===== src/rtl/vmp_pkg.sv =====
package vmp_pkg;
  typedef enum logic {
    VMP_COMPRESS = 1'b0,
    VMP_EXPAND   = 1'b1
  } vmp_mode_e;

  typedef enum logic [1:0] {
    ST_IDLE = 2'd0,
    ST_RUN  = 2'd1,
    ST_FIN  = 2'd2
  } vmp_state_e;
endpackage


===== src/rtl/vmp_ctrl.sv =====
module vmp_ctrl
  import vmp_pkg::*;
#(
  parameter int N  = 8,
  localparam int CW = $clog2(N + 1),
  localparam int IW = (N > 1) ? $clog2(N) : 1
) (
  input  logic          clk_i,
  input  logic          rst_ni,
  input  logic          start_i,
  input  logic [CW-1:0] vl_i,
  output logic          load_o,
  output logic          step_o,
  output logic [IW-1:0] rd_idx_o,
  output logic          busy_o,
  output logic          done_o
);
  vmp_state_e    state_q;
  logic [CW-1:0] rd_q, vl_q, vl_eff;

  assign vl_eff   = (vl_i > CW'(N)) ? CW'(N) : vl_i;
  assign load_o   = start_i && (state_q != ST_RUN);
  assign step_o   = (state_q == ST_RUN);
  assign busy_o   = step_o;
  assign done_o   = (state_q == ST_FIN);
  assign rd_idx_o = rd_q[IW-1:0];

  always_ff @(posedge clk_i or negedge rst_ni) begin
    if (!rst_ni) begin
      state_q <= ST_IDLE;
      rd_q    <= '0;
      vl_q    <= '0;
    end else if (load_o) begin
      rd_q    <= '0;
      vl_q    <= vl_eff;
      state_q <= (vl_eff == '0) ? ST_FIN : ST_RUN;
    end else begin
      case (state_q)
        ST_RUN: begin
          rd_q <= rd_q + 1'b1;
          if (rd_q == vl_q - 1'b1) state_q <= ST_FIN;
        end
        ST_FIN:  state_q <= ST_IDLE;
        default: state_q <= ST_IDLE;
      endcase
    end
  end
endmodule


===== src/rtl/vmp_datapath.sv =====
module vmp_datapath
  import vmp_pkg::*;
#(
  parameter int N  = 8,
  parameter int W  = 16,
  localparam int CW = $clog2(N + 1),
  localparam int IW = (N > 1) ? $clog2(N) : 1
) (
  input  logic          clk_i,
  input  logic          rst_ni,
  input  logic          load_i,
  input  logic          step_i,
  input  logic          mode_i,
  input  logic [N-1:0]  mask_i,
  input  logic [N*W-1:0] src_i,
  input  logic [N*W-1:0] dst_i,
  input  logic [IW-1:0] rd_idx_i,
  output logic [N*W-1:0] dst_o,
  output logic [CW-1:0] len_o
);
  vmp_mode_e     mode_q;
  logic [N-1:0]  mask_q;
  logic [W-1:0]  src_q [N];
  logic [W-1:0]  dst_q [N];
  logic [CW-1:0] wr_q;
  logic [IW-1:0] wr_idx;

  assign wr_idx = wr_q[IW-1:0];
  assign len_o  = wr_q;

  for (genvar g = 0; g < N; g++) begin : g_flat
    assign dst_o[g*W +: W] = dst_q[g];
  end

  always_ff @(posedge clk_i or negedge rst_ni) begin
    if (!rst_ni) begin
      mode_q <= VMP_COMPRESS;
      mask_q <= '0;
      wr_q   <= '0;
      for (int i = 0; i < N; i++) begin
        src_q[i] <= '0;
        dst_q[i] <= '0;
      end
    end else if (load_i) begin
      mode_q <= vmp_mode_e'(mode_i);
      mask_q <= mask_i;
      wr_q   <= '0;
      for (int i = 0; i < N; i++) begin
        src_q[i] <= src_i[i*W +: W];
        dst_q[i] <= dst_i[i*W +: W];
      end
    end else if (step_i && mask_q[rd_idx_i]) begin
      wr_q <= wr_q + 1'b1;
      if (mode_q == VMP_COMPRESS) dst_q[wr_idx]   <= src_q[rd_idx_i];
      else                        dst_q[rd_idx_i] <= src_q[wr_idx];
    end
  end
endmodule


===== src/rtl/vmask_perm.sv =====
module vmask_perm #(
  parameter int N  = 8,
  parameter int W  = 16,
  localparam int CW = $clog2(N + 1),
  localparam int IW = (N > 1) ? $clog2(N) : 1
) (
  input  logic           clk_i,
  input  logic           rst_ni,
  input  logic           start_i,
  input  logic           mode_i,
  input  logic [CW-1:0]  vl_i,
  input  logic [N-1:0]   mask_i,
  input  logic [N*W-1:0] src_i,
  input  logic [N*W-1:0] dst_i,
  output logic           busy_o,
  output logic           done_o,
  output logic [N*W-1:0] dst_o,
  output logic [CW-1:0]  len_o
);
  logic          load, step;
  logic [IW-1:0] rd_idx;

  vmp_ctrl #(.N(N)) i_ctrl (
    .clk_i    (clk_i),
    .rst_ni   (rst_ni),
    .start_i  (start_i),
    .vl_i     (vl_i),
    .load_o   (load),
    .step_o   (step),
    .rd_idx_o (rd_idx),
    .busy_o   (busy_o),
    .done_o   (done_o)
  );

  vmp_datapath #(.N(N), .W(W)) i_dp (
    .clk_i    (clk_i),
    .rst_ni   (rst_ni),
    .load_i   (load),
    .step_i   (step),
    .mode_i   (mode_i),
    .mask_i   (mask_i),
    .src_i    (src_i),
    .dst_i    (dst_i),
    .rd_idx_i (rd_idx),
    .dst_o    (dst_o),
    .len_o    (len_o)
  );
endmodule


===== config.mk =====
export PLATFORM = sky130hd
export DESIGN_NAME = vmask_perm
export DESIGN_NICKNAME = d
export VERILOG_FILES = /design/src/rtl/vmp_pkg.sv /design/src/rtl/vmp_ctrl.sv /design/src/rtl/vmp_datapath.sv /design/src/rtl/vmask_perm.sv
export SDC_FILE = /design/constraint.sdc
export NUM_CORES = 1
export LEC_CHECK = 0
export BUFFER_PORTS_ARGS = -buffer_cell sky130_fd_sc_hd__buf_2
export CORE_MARGIN = 2
export CORE_UTILIZATION = 58
export CTS_CLUSTER_DIAMETER = 40
export DETAILED_ROUTE_END_ITERATION = 7
export PLACE_DENSITY = 0.85
export SLEW_MARGIN = 20
export SYNTH_ARGS = -nofsm -noshare
export SYNTH_HDL_FRONTEND = slang
export SYNTH_SLANG_ARGS = --single-unit

===== constraint.sdc =====
create_clock -name clk_i -period 5.37 [get_ports clk_i]
set_input_delay 1.074 -clock clk_i [delete_from_list [all_inputs] [get_ports clk_i]]
set_output_delay 1.074 -clock clk_i [all_outputs]
set_load 0.02 [all_outputs]

==> metrics.yaml <==
status: "finished, final reports clean"
relSlewSlack: 0.1490
fmax_mhz: 290.5
min_period_over_period: 0.6409
timing.hold.ws_ns: 0.4715
routed_wl_um: 55560
final.setup.tns_ns: 0
drive_gt1_frac: 0.2974
cp.arrival_ns: 2.37
synth_ff_type: "dfrtp_1"
synth_top_area_frac: 0.4647
clk_path_buf_depth: 3
synth_cell_type_count: 64
synth-seq-cells: 279
place.gp.congestion: 0.9133
p_int_mw: 7.703
htree_levels: 2
num_io_pins: 406
cts-buffers-inserted: 40
num-nets-final: 2230
core-area_um2: 25330
path_clk_slew_ns: 0.05
via_per_inst: 6.468
fillers: 1783
hold_buffers: 0
async_reset_ff_frac: 1.000
drtAntennaViolNets: 0
grt_start_max_net_pins: 135
synth_area_leader_cell: "dfrtp_1"
p_sw_frac: 0.4665
period_needed_ns: 3.442
required_ns: 4.30
crit_fanout: 18
leakage_nw: 8.770
cts_tree: "done"
synth_cells: 1602
root_buffer: "clkbuf_16"
slew_violations: 0
synth_warnings: 0
p_switching_mw: 6.735
wl_per_cell_um: 23.95
synth-edff-count: 0
clk_latency_ns: 0.54
synth_most_common_cell: "nand2_1"
setup_violations: 0
drc_errors: 0
overflow: 0
grt_usage: 0.4072
vdd_drop_max_mv: 0.4764
antenna_found_initial: 2
syn_avg_cell_area_um2: 9.379
dieArea_um2: 27210
hold_viol: 0
die_w_um: 164.9
seq_power_share: 0.283
grt_pass1_wl_um: 83060
rsz0062_at_grt: "false"
synth_area_leaders: "dfrtp_1, nand2_1, mux4_2, a2bb2oi_1, a31oi_1"
drt_iter0_markers: 2245
critPathLaunchType: "register"
cts_repair_resize_count: 0
area_delta_synth_final_pct: 24.28
grt_pass1_vias: 14710
cts.sinks: 279
post_cts_buffers: 0
cap_violations: 0
ys_seq_area_frac: 0.4647
hp-class: "reg2reg"
end_kind: "output pin"
die_h_um: 164.9
path_class: "reg2out"
dp_hpwl_um: 37870
combPwrFrac: 0.517
clock_skew_ns: 0.01863
fin_ws_ns: 1.928
reg2reg_slack_ns: 2.13
tightest_slew_ns: 1.272
pre_cts_ws_ns: 1.955
synth_top_cells_by_count: "nand2_1, dfrtp_1, nor2_1"
drt-pass1-iter-count: 8
io_buffers: 405
vias: 15010
synth_fp_nets: 1877
synth_area_um2: 15020
cellPowerDensity_nw_per_um2: 773.2
clock_power_share: 0.201
core.rowCount: 58
initial_core_util: 0.5932
metrics by stage:
stage / std cells / utilization / power (mW) / instance area (um^2)
2_1_floorplan: 1602 / - / 8.765 / 15020
3_3_place_gp: 2241 / 0.6764 / 11.03 / 17130
3_5_place_dp: 2242 / 0.6768 / 11.28 / 17140
4_1_cts: 2316 / 0.7354 / 14.22 / 18630
5_1_grt: 2319 / 0.7372 / 15.10 / 18670
6_report: 2320 / 0.7373 / 14.44 / 18670
state kept, by name (all words and copies together), names as in the netlist:
register,cells
i_dp.dst_o,128
i_dp.src_q,128
i_dp.mask_q,8
i_ctrl.rd_q,4
i_ctrl.vl_q,4
i_dp.len_o,4
i_ctrl.state_q,2
i_dp.mode_q,1
worst max-delay path, cell delays in order, from the launching register on:
cell and delay (ns):
dfrtp_1 0.32, nand2b_1 0.70, clkinv_1 0.51, buf_2 0.30
per-layer routing:
metal / up-vias / track usage / wire length (um) / share of wire
met1: 7217 / 0.5092 / 19620 / 0.35
met3: 269 / 0.1087 / 6625 / 0.12
li1: 6435 / - / - / -
met2: 1085 / 0.6297 / 25240 / 0.45
met5: - / 0 / 0 / 0
met4: 0 / 0.2589 / 4072 / 0.073
final timing paths:
path / from / end / cells after the start
setup / recovery: i_ctrl.state_q[1] / busy_o / 3
hold / removal: i_dp.mask_q[4] / i_dp.mask_q[4] / 2
setup reg to reg: i_dp.len_o[2] / i_dp.dst_o[110] / 7
hold reg to reg: i_dp.mask_q[4] / i_dp.mask_q[4] / 2
max in group asynchronous: rst_ni / i_ctrl.rd_q[2] / 2
min in group asynchronous: rst_ni / i_dp.src_q[70] / 1
area by class of cell:
cell class,instances,area [um^2],area share
Multi-Input combinational cell,1185,7406,0.3966
Clock inverter,26,382.9,0.02050
Inverter,10,37.54,0.002010
Timing Repair Buffer,439,2337,0.1252
Tap cell,330,412.9,0.02211
Sequential cell,279,6988,0.3742
Clock buffer,48,1101,0.05897
Antenna cell,3,7.507,0.0004020
power by group through the flow:
| stage | Combinational [mW] | Clock (mW) | Sequential, mW |
|---|---|---|---|
| floorplan | 4.40 | 0 | 4.36 |
| global placement | 7.01 | 0 | 4.02 |
| detailed placement | 7.21 | 0 | 4.08 |
| CTS | 7.26 | 2.91 | 4.05 |
| global route | 7.91 | 3.00 | 4.19 |
| finish | 7.46 | 2.90 | 4.08 |
layout by cell type, fill, tap and decap left out, types with 6 or more instances in the layout:
| master | synthesis | final |
|---|---|---|
| nor2_1 | 90 | 90 |
| a22o_1 | 25 | 25 |
| a2bb2oi_1 | 62 | 62 |
| o22a_1 | 35 | 35 |
| o2111ai_1 | 6 | 6 |
| mux2i_1 | 31 | 31 |
| nand3_1 | 14 | 14 |
| o211ai_1 | 14 | 14 |
| a31oi_1 | 82 | 82 |
| o21a_1 | 17 | 17 |
| inv_1 | 8 | 8 |
| nand2_1 | 538 | 537 |
| a22oi_1 | 37 | 37 |
| o41ai_4 | 8 | 8 |
| mux2_2 | 16 | 16 |
| buf_2 | 36 | 404 |
| o21ai_0 | 48 | 48 |
| a21oi_1 | 8 | 7 |
| a211oi_1 | 7 | 7 |
| o21ai_1 | 9 | 9 |
| bufinv_16 | 0 | 7 |
| dfrtp_1 | 279 | 274 |
| and2_1 | 11 | 10 |
| mux4_2 | 38 | 38 |
| nor2b_1 | 9 | 9 |
| buf_4 | 7 | 31 |
| clkbuf_8 | 0 | 7 |
| nand2b_1 | 9 | 9 |
| inv_6 | 0 | 8 |
| xnor2_1 | 6 | 6 |
| clkbuf_16 | 0 | 40 |
cell families after synthesis:
family,after synthesis,synth area share
adders and majority gates,3,0.002499
and+or+nand+nor,699,0.1865
buffers and inverters,138,0.04530
xor gates and xnor gates,6,0.003498
DFF,279,0.4647
AOI/OAI and AO/OA,388,0.2019
muxes,89,0.09560
(Power assumes the default switching activity.)
